File: config.mk
export PLATFORM = sky130hd
export DESIGN_NAME = fp_addsub
export DESIGN_NICKNAME = d
export VERILOG_FILES = /design/src/rtl/fpadd_pkg.sv /design/src/rtl/fpa_align.sv /design/src/rtl/fpa_sig_add.sv /design/src/rtl/fpa_norm_step.sv /design/src/rtl/fp_addsub.sv
export SDC_FILE = /design/constraint.sdc
export NUM_CORES = 1
export LEC_CHECK = 0
export BUFFER_PORTS_ARGS = -buffer_cell sky130_fd_sc_hd__buf_4
export CORE_AREA = 2 2 212 214
export CTS_CLUSTER_DIAMETER = 120
export DETAILED_ROUTE_END_ITERATION = 10
export DIE_AREA = 0 0 214 216
export GPL_ROUTABILITY_DRIVEN = 1
export PLACE_DENSITY = 0.49
export SYNTH_ARGS = -nofsm -noshare
export SYNTH_HDL_FRONTEND = slang
export SYNTH_SLANG_ARGS = --single-unit
export TNS_END_PERCENT = 30
File: constraint.sdc
create_clock -name clk -period 8.97 [get_ports clk]
set_input_delay 0.4485 -clock clk [delete_from_list [all_inputs] [get_ports clk]]
set_output_delay 0.4485 -clock clk [all_outputs]
set_load 0.02 [all_outputs]
File: src/rtl/fpadd_pkg.sv
package fpadd_pkg;
  typedef enum logic [2:0] {
    ST_IDLE  = 3'd0,
    ST_ALIGN = 3'd1,
    ST_ADD   = 3'd2,
    ST_NORM  = 3'd3,
    ST_DONE  = 3'd4
  } fpa_state_e;
endpackage

File: src/rtl/fpa_align.sv
module fpa_align #(
  parameter int EXP_W = 8,
  parameter int MAN_W = 23,
  localparam int W     = 1 + EXP_W + MAN_W,
  localparam int SIG_W = MAN_W + 1
) (
  input  logic [W-1:0]     a_i,
  input  logic [W-1:0]     b_i,
  input  logic             sub_i,
  output logic             zero_op_o,
  output logic [W-1:0]     passthru_o,
  output logic [SIG_W-1:0] big_sig_o,
  output logic [SIG_W-1:0] small_sig_o,
  output logic [EXP_W-1:0] exp_o,
  output logic             sign_o,
  output logic             eff_sub_o
);
  logic [EXP_W-1:0] ea, eb, diff;
  logic [SIG_W-1:0] ma, mb, small_raw;
  logic             sa, sb, a_big;

  always_comb begin
    ea = a_i[W-2 -: EXP_W];
    eb = b_i[W-2 -: EXP_W];
    sa = a_i[W-1];
    sb = b_i[W-1] ^ sub_i;
    ma = {1'b1, a_i[MAN_W-1:0]};
    mb = {1'b1, b_i[MAN_W-1:0]};
    // magnitude ordering: exponent first, then significand
    a_big = (ea > eb) || ((ea == eb) && (ma >= mb));
    diff        = a_big ? (ea - eb) : (eb - ea);
    big_sig_o   = a_big ? ma : mb;
    small_raw   = a_big ? mb : ma;
    small_sig_o = small_raw >> diff;
    exp_o       = a_big ? ea : eb;
    sign_o      = a_big ? sa : sb;
    eff_sub_o   = sa ^ sb;
    zero_op_o   = (ea == '0) || (eb == '0);
    passthru_o  = (ea == '0) ? {sb, b_i[W-2:0]} : a_i;
  end
endmodule

File: src/rtl/fpa_sig_add.sv
module fpa_sig_add #(
  parameter int MAN_W = 23,
  localparam int SIG_W = MAN_W + 1,
  localparam int SUM_W = SIG_W + 1
) (
  input  logic [SIG_W-1:0] big_i,
  input  logic [SIG_W-1:0] small_i,
  input  logic             sub_i,
  output logic [SUM_W-1:0] sum_o
);
  always_comb begin
    if (sub_i) sum_o = {1'b0, big_i} - {1'b0, small_i};
    else       sum_o = {1'b0, big_i} + {1'b0, small_i};
  end
endmodule

File: src/rtl/fpa_norm_step.sv
module fpa_norm_step #(
  parameter int EXP_W = 8,
  parameter int MAN_W = 23,
  localparam int SUM_W = MAN_W + 2,
  localparam int EW    = EXP_W + 2
) (
  input  logic [SUM_W-1:0]        sig_i,
  input  logic signed [EW-1:0]    exp_i,
  output logic [SUM_W-1:0]        sig_o,
  output logic signed [EW-1:0]    exp_o,
  output logic                    settled_o,
  output logic                    zero_o
);
  always_comb begin
    zero_o    = (sig_i == '0);
    sig_o     = sig_i;
    exp_o     = exp_i;
    settled_o = 1'b0;
    if (sig_i[SUM_W-1]) begin
      // carry out: one right shift, LSB dropped
      sig_o = sig_i >> 1;
      exp_o = exp_i + EW'(1);
    end else if (!sig_i[MAN_W]) begin
      sig_o = sig_i << 1;
      exp_o = exp_i - EW'(1);
    end else begin
      settled_o = 1'b1;
    end
  end
endmodule

File: src/rtl/fp_addsub.sv
module fp_addsub
  import fpadd_pkg::*;
#(
  parameter int EXP_W = 8,
  parameter int MAN_W = 23
) (
  input  logic                       clk,
  input  logic                       rst,
  input  logic                       start_i,
  input  logic                       sub_i,
  input  logic [EXP_W+MAN_W:0]       a_i,
  input  logic [EXP_W+MAN_W:0]       b_i,
  output logic [EXP_W+MAN_W:0]       result_o,
  output logic                       ovf_o,
  output logic                       unf_o,
  output logic                       done_o
);
  localparam int W       = 1 + EXP_W + MAN_W;
  localparam int SIG_W   = MAN_W + 1;
  localparam int SUM_W   = SIG_W + 1;
  localparam int EW      = EXP_W + 2;
  localparam int EXP_MAX = (1 << EXP_W) - 1;

  fpa_state_e state;
  logic [W-1:0]             a_q, b_q;
  logic                     sub_q;
  logic [SIG_W-1:0]         big_q, small_q;
  logic signed [EW-1:0]     exp_q;
  logic                     sign_q, esub_q;
  logic [SUM_W-1:0]         sig_q;

  logic                     al_zero, al_sign, al_esub;
  logic [W-1:0]             al_pass;
  logic [SIG_W-1:0]         al_big, al_small;
  logic [EXP_W-1:0]         al_exp;
  logic [SUM_W-1:0]         add_sum;
  logic [SUM_W-1:0]         nm_sig;
  logic signed [EW-1:0]     nm_exp;
  logic                     nm_settled, nm_zero;

  fpa_align #(.EXP_W(EXP_W), .MAN_W(MAN_W)) u_align (
    .a_i(a_q), .b_i(b_q), .sub_i(sub_q),
    .zero_op_o(al_zero), .passthru_o(al_pass),
    .big_sig_o(al_big), .small_sig_o(al_small),
    .exp_o(al_exp), .sign_o(al_sign), .eff_sub_o(al_esub)
  );

  fpa_sig_add #(.MAN_W(MAN_W)) u_add (
    .big_i(big_q), .small_i(small_q), .sub_i(esub_q), .sum_o(add_sum)
  );

  fpa_norm_step #(.EXP_W(EXP_W), .MAN_W(MAN_W)) u_norm (
    .sig_i(sig_q), .exp_i(exp_q), .sig_o(nm_sig), .exp_o(nm_exp),
    .settled_o(nm_settled), .zero_o(nm_zero)
  );

  always_ff @(posedge clk) begin
    if (rst) begin
      state    <= ST_IDLE;
      a_q      <= '0;
      b_q      <= '0;
      sub_q    <= 1'b0;
      big_q    <= '0;
      small_q  <= '0;
      exp_q    <= '0;
      sign_q   <= 1'b0;
      esub_q   <= 1'b0;
      sig_q    <= '0;
      result_o <= '0;
      ovf_o    <= 1'b0;
      unf_o    <= 1'b0;
      done_o   <= 1'b0;
    end else begin
      case (state)
        ST_IDLE: begin
          if (start_i) begin
            a_q   <= a_i;
            b_q   <= b_i;
            sub_q <= sub_i;
            state <= ST_ALIGN;
          end
        end
        ST_ALIGN: begin
          if (al_zero) begin
            result_o <= al_pass;
            ovf_o    <= 1'b0;
            unf_o    <= 1'b0;
            done_o   <= 1'b1;
            state    <= ST_DONE;
          end else begin
            big_q   <= al_big;
            small_q <= al_small;
            exp_q   <= $signed({2'b00, al_exp});
            sign_q  <= al_sign;
            esub_q  <= al_esub;
            state   <= ST_ADD;
          end
        end
        ST_ADD: begin
          sig_q <= add_sum;
          state <= ST_NORM;
        end
        ST_NORM: begin
          if (nm_zero) begin
            result_o <= '0;
            ovf_o    <= 1'b0;
            unf_o    <= 1'b0;
            done_o   <= 1'b1;
            state    <= ST_DONE;
          end else if (nm_settled) begin
            ovf_o  <= (int'(exp_q) >= EXP_MAX);
            unf_o  <= (int'(exp_q) < 1);
            if ((int'(exp_q) >= EXP_MAX) || (int'(exp_q) < 1))
              result_o <= '0;
            else
              result_o <= {sign_q, exp_q[EXP_W-1:0], sig_q[MAN_W-1:0]};
            done_o <= 1'b1;
            state  <= ST_DONE;
          end else begin
            sig_q <= nm_sig;
            exp_q <= nm_exp;
          end
        end
        default: begin
          done_o <= 1'b0;
          state  <= ST_IDLE;
        end
      endcase
    end
  end

  // completion strobe lasts a single cycle
  p_done_pulse_r11: assert property (@(posedge clk) disable iff (rst)
    done_o |=> !done_o);

  // the result word moves only together with the strobe
  p_result_hold_r11: assert property (@(posedge clk) disable iff (rst)
    !$stable(result_o) |-> done_o);

  // the subtrahend never exceeds the minuend after ordering
  p_order_r4: assert property (@(posedge clk) disable iff (rst)
    (state == ST_ADD) |-> (big_q >= small_q));

  // a flagged result is the all-zero word, never both flags
  p_flag_zero_r9: assert property (@(posedge clk) disable iff (rst)
    (ovf_o || unf_o) |-> (result_o == '0));
  p_flag_excl_r10: assert property (@(posedge clk) disable iff (rst)
    !(ovf_o && unf_o));

  // a settled significand always has its hidden bit set
  p_norm_lead_r6: assert property (@(posedge clk) disable iff (rst)
    (state == ST_NORM && nm_settled) |-> sig_q[MAN_W]);
endmodule

==> results.yml, run 1 <==
setup_path:
  required_ns: 9.35
  cp_slowest_cell: "a21boi_2"
  crit_fanout: 59
  path_delay_family: "compound AO/OA/AOI/OAI gates"
  cp.arrival_ns: 5.44
  crit_buf_inv: 3
  worstSetupPathType: "reg -> reg"
  rrSetupSlack_ns: 3.91
  worstPathCellList: "inv_1 -> ha_2 -> buf_4 -> and4_1 -> a211oi_1 -> o221ai_2 -> and2_1 -> nor2_4 -> buf_4 -> o211a_1 -> or4_4 -> a21boi_2 -> o2111ai_1 -> o311ai_1"
  cp-end-kind: "flip-flop"
  start_kind: "flip-flop"
  critPathMaxStageDelay_ns: 0.73
  crit_top_cell: "buf_4"
logic_synthesis:
  synth-seq-area-share_pct: 28.9
  synthesis.nets: 1929
  ys.flop_type: "dfxtp_1"
  yosysWarnings: 0
  post_synth.cell_area_avg_um2: 7.27
  synth_seq_cells: 188
  synth_top_family_by_area: "compound AO/OA/AOI/OAI gates"
  netlist_instances: 1793
  mappedNetlistArea_mm2: 0.0130
  synth_mux_area_share_pct: 5.54
  async_flop_share_pct: 0
  synth-compound-area-share_pct: 25.8
  synth-adder-area-share_pct: 6.70
  synth_edf_count: 0
  synth_xor_area_share_pct: 3.09
  netlist-cell-type-count: 85
  synth-simple-area-share_pct: 24.2
timing:
  fmax_ghz: 0.197
  hold_violations: 0
  period_needed_ns: 5.06
  drv_slew: 0
  fin_skew_ns: 0.0138
  tightest_slew_ns: 1.15
  rsz0062_at_grt: "false"
  slew-limit-headroom_pct: 23.4
  fin_tns_setup_ns: 0
  period_share_pct: 56.5
  setup_viol: 0
min_path:
  min_path_type: "in -> reg"
grt:
  grt.total_usage_pct: 19.6
  grt_pass1_vias: 11958
  antenna_found_initial: 0
  grt_max_degree: 76
  grt_pass1_wl_mm: 71.4
  grt_overflow: 0
route:
  wire_per_inst_um: 18.9
  remaining_drc_errors: 0
  vias: 12828
  drt_wl_total_mm: 45.6
  drt_pass1_iterations: 5
  drt_iter0_markers: 1003
  ant_nets: 0
  viasPerCell: 5.32
layout:
  final_common_cell: "nand2_1"
  area_growth_pct: 13.6
  fin_area_mm2: 0.0148
  drive_gt1_share_pct: 10.7
  layout_common_cells: "nand2_1 (289), nor2_1 (213), a21oi_1 (211), dfxtp_1 (188), buf_4 (123)"
  nNetsFinal: 1942
  antenna-diode-count: 0
outcome:
  status: "finished clean"
placed_design:
  port-buffer-count: 102
  placedInstanceArea_mm2: 0.0142
  dpl.hpwl_mm: 33.7
  routabilityCongestion: 0.861
clocking:
  clock_sinks: 188
  htree_levels: 4
  ctsLongestPathBuffers: 2
  cts_setup_buffers: 0
  ctsResizeCount: 0
  clock_latency_ns: 0.47
  hold_buffers: 0
  clock-root-buffer: "clkbuf_16"
  cts_tree: "built"
  clk_pin_slew_ns: 0.08
  cts_buffers: 17
pwr:
  pwr_density_cell_mw_per_mm2: 308
  p_leak_nw: 5.52
  ir_drop_v: 0.000137
floorplanning:
  die_w_um: 214
  rows: 77
  initial_core_util_pct: 29.7
  die_area_mm2: 0.0462
  io_pins: 103
  fp.dieH_um: 216
  core_area_mm2: 0.0438
run:
  maxCapViolations: 0
[Yosys cell counts (5+ instances only)]
cell type	number	area, um^2
o21ai_1	13	65.1
clkbuf_1	108	405
buf_2	14	70.1
mux4_2	5	113
a32oi_1	5	43.8
a21oi_1	211	1060
o21ai_0	82	410
nand3_1	21	105
nor2b_1	13	81.3
o211a_1	7	70.1
a211oi_1	57	428
xnor2_1	34	298
and3_1	7	43.8
a22oi_1	6	45.0
nor4_1	22	138
nor3b_1	12	90.1
xor2_1	12	105
a311oi_1	32	280
nor2_1	215	807
and2_1	10	62.6
a2111oi_0	6	52.6
o2111ai_1	6	52.6
mux2_2	11	124
mux2i_1	47	470
nand2b_1	16	100
nand2_1	290	1090
ha_1	65	813
nor3_1	54	270
nand4_1	12	75.1
o211ai_1	17	128
inv_1	64	240
o21a_1	5	37.5
buf_1	5	18.8
o31ai_1	8	60.1
o311ai_0	5	43.8
dfxtp_1	188	3760
a221oi_1	14	123
or3_1	11	68.8
a21o_1	13	97.6
[tightest hold or removal path: stages]
cell	delay (ns)
buf_4	0.11
nand2_1	0.05
a21oi_1	0.05
[worst paths after layout]
check        startpoint    endpoint  depth (start not counted)
max reg2reg     a_q[23]  small_q[8]                         14
min             b_i[25]     b_q[25]                          3
min reg2reg      sign_q      sign_q                          2
max             a_q[23]  small_q[8]                         14
[power by group]
part           internal, mW  switching (mW)
Sequential            0.938           0.150
Clock                 0.429           0.375
Combinational         0.985            1.68
[metal layers]
layer	wire length (um)	vias to the layer above	track usage [%]
met3	2610	29	4.44
met1	24000	6087	30.0
met4	512	0	3.99
li1	-	6427	-
met5	0	-	0
met2	18500	285	27.7
[per-stage QoR]
| stage | util (%) | total power, mW | setup WS (ns) | instances | hold slack [ns] |
|---|---|---|---|---|---|
| after floorplan | - | 3.04 | 5.38 | 1793 | 0.432 |
| after global placement | 32.4 | 3.74 | 4.08 | 2379 | 0.448 |
| after detailed placement | 32.4 | 3.75 | 4.00 | 2379 | 0.461 |
| after CTS | 33.8 | 4.56 | 3.94 | 2410 | 0.202 |
| after global routing | 33.8 | 4.93 | 3.36 | 2410 | 0.210 |
| final | 33.8 | 4.56 | 3.91 | 2410 | 0.225 |
[layout make-up]
type / count / area [um^2]
fill: 4774 / 29000
clock inverter: 11 / 135
inverter: 66 / 248
timing repair buffer: 123 / 923
multi-input combinational: 1410 / 8540
clock buffer: 20 / 457
sequential: 188 / 3760
tap: 592 / 741
[cell families (layout without fill, tap and decap cells)]
logic type	after synthesis	in the layout
simple gates	708	708
flops	188	188
mux	64	64
compound gates	524	524
buf+inv	195	220
xor+xnor	46	46
fa+ha+maj	68	68
[sequential cells by signal, summed over array words and instances, names as in the netlist]
| signal | flops |
|---|---|
| a_q | 32 |
| b_q | 32 |
| result_o | 32 |
| sig_q | 25 |
| big_q | 24 |
| small_q | 24 |
| exp_q | 10 |
| state | 3 |
| done_o | 1 |
| esub_q | 1 |
| ovf_o | 1 |
| sign_q | 1 |
| sub_q | 1 |
| unf_o | 1 |
Power figures use the tool's default switching activity.
==> run 2, diff against run 1 <==
--- a/config.mk
+++ b/config.mk
@@ -11,7 +11,7 @@
 export DETAILED_ROUTE_END_ITERATION = 10
 export DIE_AREA = 0 0 214 216
 export GPL_ROUTABILITY_DRIVEN = 1
-export PLACE_DENSITY = 0.49
+export PLACE_DENSITY = 0.51
 export SYNTH_ARGS = -nofsm -noshare
 export SYNTH_HDL_FRONTEND = slang
 export SYNTH_SLANG_ARGS = --single-unit
==> constraint.sdc (replaced) <==
create_clock -name clk -period 4.15 [get_ports clk]
set_input_delay 0.2075 -clock clk [delete_from_list [all_inputs] [get_ports clk]]
set_output_delay 0.2075 -clock clk [all_outputs]
set_load 0.02 [all_outputs]
==> results.yml, run 2 (synthesis results as in run 1) <==
outcome:
  status: "finished clean"
grt:
  grt_pass1_vias: 12500
  grt_overflow: 0
  grt_max_degree: 91
  antenna_found_initial: 0
  grt.total_usage_pct: 19.9
  grt_pass1_wl_mm: 72.7
pwr:
  seq_power_share_pct: 22.5
  pwr-share-clk_pct: 16.6
  finalPower_mw: 10.2
  p_leak_nw: 6.00
  ir_drop_v: 0.000317
  p_comb_share_pct: 60.9
  power.net_switching_mw: 4.85
  swShare_pct: 47.4
  power.internal_mw: 5.38
  pwr_density_cell_mw_per_mm2: 649
floorplanning:
  rows: 77
  die_area_mm2: 0.0462
  core_area_mm2: 0.0438
  io_pins: 103
  initial_core_util_pct: 29.7
  fp.dieH_um: 216
  die_w_um: 214
timing:
  tightest_slew_ns: 1.20
  fmax_ghz: 0.257
  rsz0062_at_grt: "true"
  period_needed_ns: 3.90
  setup_viol: 0
  period_share_pct: 93.9
  fin_skew_ns: 0.0171
  slew-limit-headroom_pct: 19.4
  whs_ns: 0.0271
  fin_tns_setup_ns: 0
  drv_slew: 0
  hold_violations: 0
route:
  ant_nets: 0
  drt_pass1_iterations: 6
  wire_per_inst_um: 18.5
  remaining_drc_errors: 0
  drt_wl_total_mm: 46.3
  drt_iter0_markers: 1160
  vias: 13388
  viasPerCell: 5.34
setup_path:
  cp_slowest_cell: "or4_4"
  critPathMaxStageDelay_ns: 0.53
  crit_fanout: 7
  worstSetupPathType: "reg -> reg"
  cp-end-kind: "flip-flop"
  path_delay_family: "compound AO/OA/AOI/OAI gates"
  required_ns: 4.56
  start_kind: "flip-flop"
  crit_buf_inv: 1
  worstPathCellList: "ha_2 -> inv_1 -> fa_1 -> a21o_1 -> a211oi_1 -> o221ai_2 -> and2_1 -> nor2_4 -> mux2_4 -> or4_4 -> a211oi_4 -> nand2_1 -> o211ai_1"
  cp.arrival_ns: 4.30
layout:
  antenna-diode-count: 0
  fillers: 4690
  nNetsFinal: 2040
  final_cells: 2509
  seq_area_mm2: 0.00376
  multiInputGateArea_mm2: 0.00857
  layout_top_registers: "a_q x32, b_q x32, result_o x32"
  drive_gt1_share_pct: 12.7
  area_growth_pct: 20.9
  final_common_cell: "nand2_1"
  utilization_pct: 35.9
  layout_common_cells: "nand2_1 (289), nor2_1 (214), a21oi_1 (210), dfxtp_1 (188), buf_4 (162)"
clocking:
  htree_levels: 4
  clock_sinks: 188
  cts_buffers: 17
  ctsLongestPathBuffers: 2
  cts_tree: "built"
  clock_latency_ns: 0.48
  clk_pin_slew_ns: 0.08
  clock-root-buffer: "clkbuf_16"
placed_design:
  routabilityCongestion: 0.890
  dpl.hpwl_mm: 34.7
  port-buffer-count: 102
  dp_cells: 2423
min_path:
  min_path_type: "in -> reg"
run:
  maxCapViolations: 0
==> run 2: cell count changes in the layout (fill, tap and decap cells not counted), moves of 2 or more <==
cell / before / now
buf_4: 123 / 162
inv_6: 3 / 1
clkbuf_1: 1 / 3
dlygate4sd3_1: 0 / 54
a2111oi_0: 6 / 3
a2111oi_2: 0 / 2
buf_12: 0 / 4
==> run 2: path summary, 6_finish.rpt <==
| path | startpoint | endpoint | slack (ns) | depth (start not counted) |
|---|---|---|---|---|
| setup / recovery | b_q[23] | small_q[6] | 0.25 | 13 |
| hold / removal | b_i[24] | b_q[24] | 0.03 | 3 |
| hold reg to reg | sub_q | sub_q | 0.47 | 2 |
| setup reg to reg | b_q[23] | small_q[6] | 0.25 | 13 |
==> run 2: area by class of cell <==
type / count / area share [%]
Sequential cell: 188 / 23.9
Clock inverter: 9 / 0.707
Clock buffer: 23 / 3.03
Multi-Input combinational cell: 1410 / 54.4
Timing Repair Buffer: 221 / 11.7
Tap cell: 592 / 4.70
Inverter: 66 / 1.57
==> run 2: power groups by stage <==
stage                     logic, mW  registers (mW)  clock network (mW)
after floorplan                4.28            2.29                   0
after global placement         5.98            2.34                   0
after detailed placement       6.02            2.34                   0
after CTS                      6.10            2.30                1.73
after global routing           6.86            2.34                1.81
final                          6.23            2.30                1.70
==> run 2: stage by stage <==
| stage | area [um^2] | worst slack [ns] |
|---|---|---|
| after floorplan | 13000 | 0.558 |
| after global placement | 14600 | 0.230 |
| after detailed placement | 14600 | 0.0854 |
| after CTS | 15700 | 0.0649 |
| after global routing | 15800 | -0.000551 |
| final | 15800 | 0.255 |
==> run 2: worst min-delay path, delay by kind of cell <==
family	cells	cell delay, ns
and+or+nand+nor	1	0.06
buffers and inverters	1	0.08
AOI/OAI and AO/OA	1	0.11
==> run 2: what timing repair did <==
action,4_1_cts,5_1_grt
endpoints found under the setup margin,0,5
hold endpoints to repair,54,0
resized for setup,0,11
setup buffers,0,0
hold buffers,54,0
==> run 2: layer usage <==
layer	GRT usage [%]	part of all wire [%]
met3	3.31	6.3
met1	29.9	50
met2	29.3	42
met4	4.83	1.3
met5	0	0
==> run 3, diff against run 2 <==
--- a/config.mk
+++ b/config.mk
@@ -11,7 +11,7 @@
 export DETAILED_ROUTE_END_ITERATION = 10
 export DIE_AREA = 0 0 214 216
 export GPL_ROUTABILITY_DRIVEN = 1
-export PLACE_DENSITY = 0.51
+export PLACE_DENSITY = 0.49
 export SYNTH_ARGS = -nofsm -noshare
 export SYNTH_HDL_FRONTEND = slang
 export SYNTH_SLANG_ARGS = --single-unit
==> constraint.sdc (replaced) <==
create_clock -name clk -period 5 [get_ports clk]
set_input_delay 0.25 -clock clk [delete_from_list [all_inputs] [get_ports clk]]
set_output_delay 0.25 -clock clk [all_outputs]
set_load 0.02 [all_outputs]
==> results.yml, run 3 (synthesis results as in run 1) <==
pwr:
  ir_drop_v: 0.000303
  finalPower_mw: 8.17
  pwr_density_cell_mw_per_mm2: 544
  p_leak_nw: 5.63
min_path:
  min_path_type: "in -> reg"
  min_from: "b_i[27]"
floorplanning:
  die_area_mm2: 0.0462
  core_area_mm2: 0.0438
  io_pins: 103
  fp.dieH_um: 216
  initial_core_util_pct: 29.7
  rows: 77
  die_w_um: 214
placed_design:
  pre_cts_ws_ns: 0.573
  dpl.hpwl_mm: 34.2
  port-buffer-count: 102
  routabilityCongestion: 0.899
route:
  wire_per_inst_um: 18.7
  remaining_drc_errors: 0
  vias: 13063
  viasPerCell: 5.36
  drt_pass1_iterations: 5
  ant_nets: 0
  drt_iter0_markers: 1050
  drt_wl_total_mm: 45.6
setup_path:
  required_ns: 5.42
  reg2reg_from: "b_q[23]"
  startpoint: "b_q[23]"
  path_delay_family: "simple AND/OR/NAND/NOR gates"
  crit_buf_inv: 2
  start_kind: "flip-flop"
  cp.arrival_ns: 4.93
  worstPathCellList: "ha_2 -> inv_1 -> fa_1 -> a21o_1 -> a211oi_1 -> o221ai_2 -> and2_1 -> nor2_4 -> mux2_4 -> or4_4 -> a21boi_2 -> buf_4 -> and4b_1 -> a211o_1"
  cp-end-kind: "flip-flop"
  critPathMaxStageDelay_ns: 0.53
  crit_fanout: 14
  cp_slowest_cell: "or4_4"
  worstSetupPathType: "reg -> reg"
clocking:
  clock_sinks: 188
  clock-root-buffer: "clkbuf_16"
  cts_buffers: 17
  cts_setup_buffers: 0
  cts_tree: "built"
  htree_levels: 4
  ctsResizeCount: 0
  clk_pin_slew_ns: 0.08
  hold_buffers: 15
  clock_latency_ns: 0.48
  ctsLongestPathBuffers: 2
layout:
  antenna-diode-count: 0
  drive_gt1_share_pct: 11.2
  layout_common_cells: "nand2_1 (289), nor2_1 (213), a21oi_1 (211), dfxtp_1 (188), buf_4 (135)"
  area_growth_pct: 15.1
  layout_top_registers: "a_q x32, b_q x32, result_o x32"
  final_common_cell: "nand2_1"
  fillers: 4718
  seq_area_mm2: 0.00376
  nNetsFinal: 1969
  multiInputGateArea_mm2: 0.00853
timing:
  setup_viol: 0
  drv_slew: 0
  period_needed_ns: 4.50
  fin_skew_ns: 0.0187
  whs_ns: 0.0266
  fin_tns_setup_ns: 0
  fin_ws_ns: 0.496
  fmax_ghz: 0.222
  tightest_slew_ns: 1.09
  period_share_pct: 90.1
  slew-limit-headroom_pct: 26.7
  rsz0062_at_grt: "false"
  hold_violations: 0
grt:
  grt_max_degree: 89
  grt_pass1_wl_mm: 71.1
  antenna_found_initial: 0
  grt_overflow: 0
  grt.total_usage_pct: 19.6
  grt_pass1_vias: 12187
outcome:
  status: "finished clean"
run:
  maxCapViolations: 0
run 3: cell count changes in the layout (fill, tap and decap cells not counted), sizes merged:
cell | before | now
dlygate4sd3 | 54 | 15
bufinv | 2 | 1
inv | 66 | 68
buf | 167 | 135
clkbuf | 23 | 19
clkinvlp | 2 | 4
run 3: metal layers:
layer,track usage (%),vias to the layer above,wire (um)
met4,5.59,0,793
met1,29.4,6172,23100
li1,-,6473,-
met3,3.95,37,3070
met2,27.8,381,18600
met5,0,-,0
run 3: worst paths after layout:
path,end,slack [ns],cells after the start
worst max-delay path,small_q[14],0.50,14
worst min-delay path,b_q[27],0.03,3
worst max register to register,small_q[14],0.50,14
worst min register to register,sign_q,0.47,2
run 3: where the power goes:
group / total [mW] / internal, mW / switching [mW] / leakage (nW)
clock: 1.36 / 0.700 / 0.657 / 0.262
sequential: 1.93 / 1.68 / 0.242 / 1.53
combinational: 4.88 / 1.81 / 3.07 / 3.83
run 3: tightest hold or removal path: cells and delay by family:
| family | cells | cell delay, ns |
|---|---|---|
| buffers and inverters | 1 | 0.11 |
| AOI/OAI and AO/OA | 1 | 0.05 |
| and+or+nand+nor | 1 | 0.04 |
run 3: per-stage QoR:
stage               area [um^2]  instances  utilization [%]
CTS                       15000       2437             34.2
global placement          14300       2391             32.6
finish                    15000       2437             34.2
floorplan                 13000       1793                -
detailed placement        14300       2391             32.6
global route              15000       2437             34.2
run 3: area by class of cell:
cell class	instances	share of cell area [%]
Inverter	66	1.65
Timing Repair Buffer	150	7.75
Multi-Input combinational cell	1410	56.9
Clock inverter	12	0.759
Sequential cell	188	25.1
Clock buffer	19	2.95
Tap cell	592	4.94
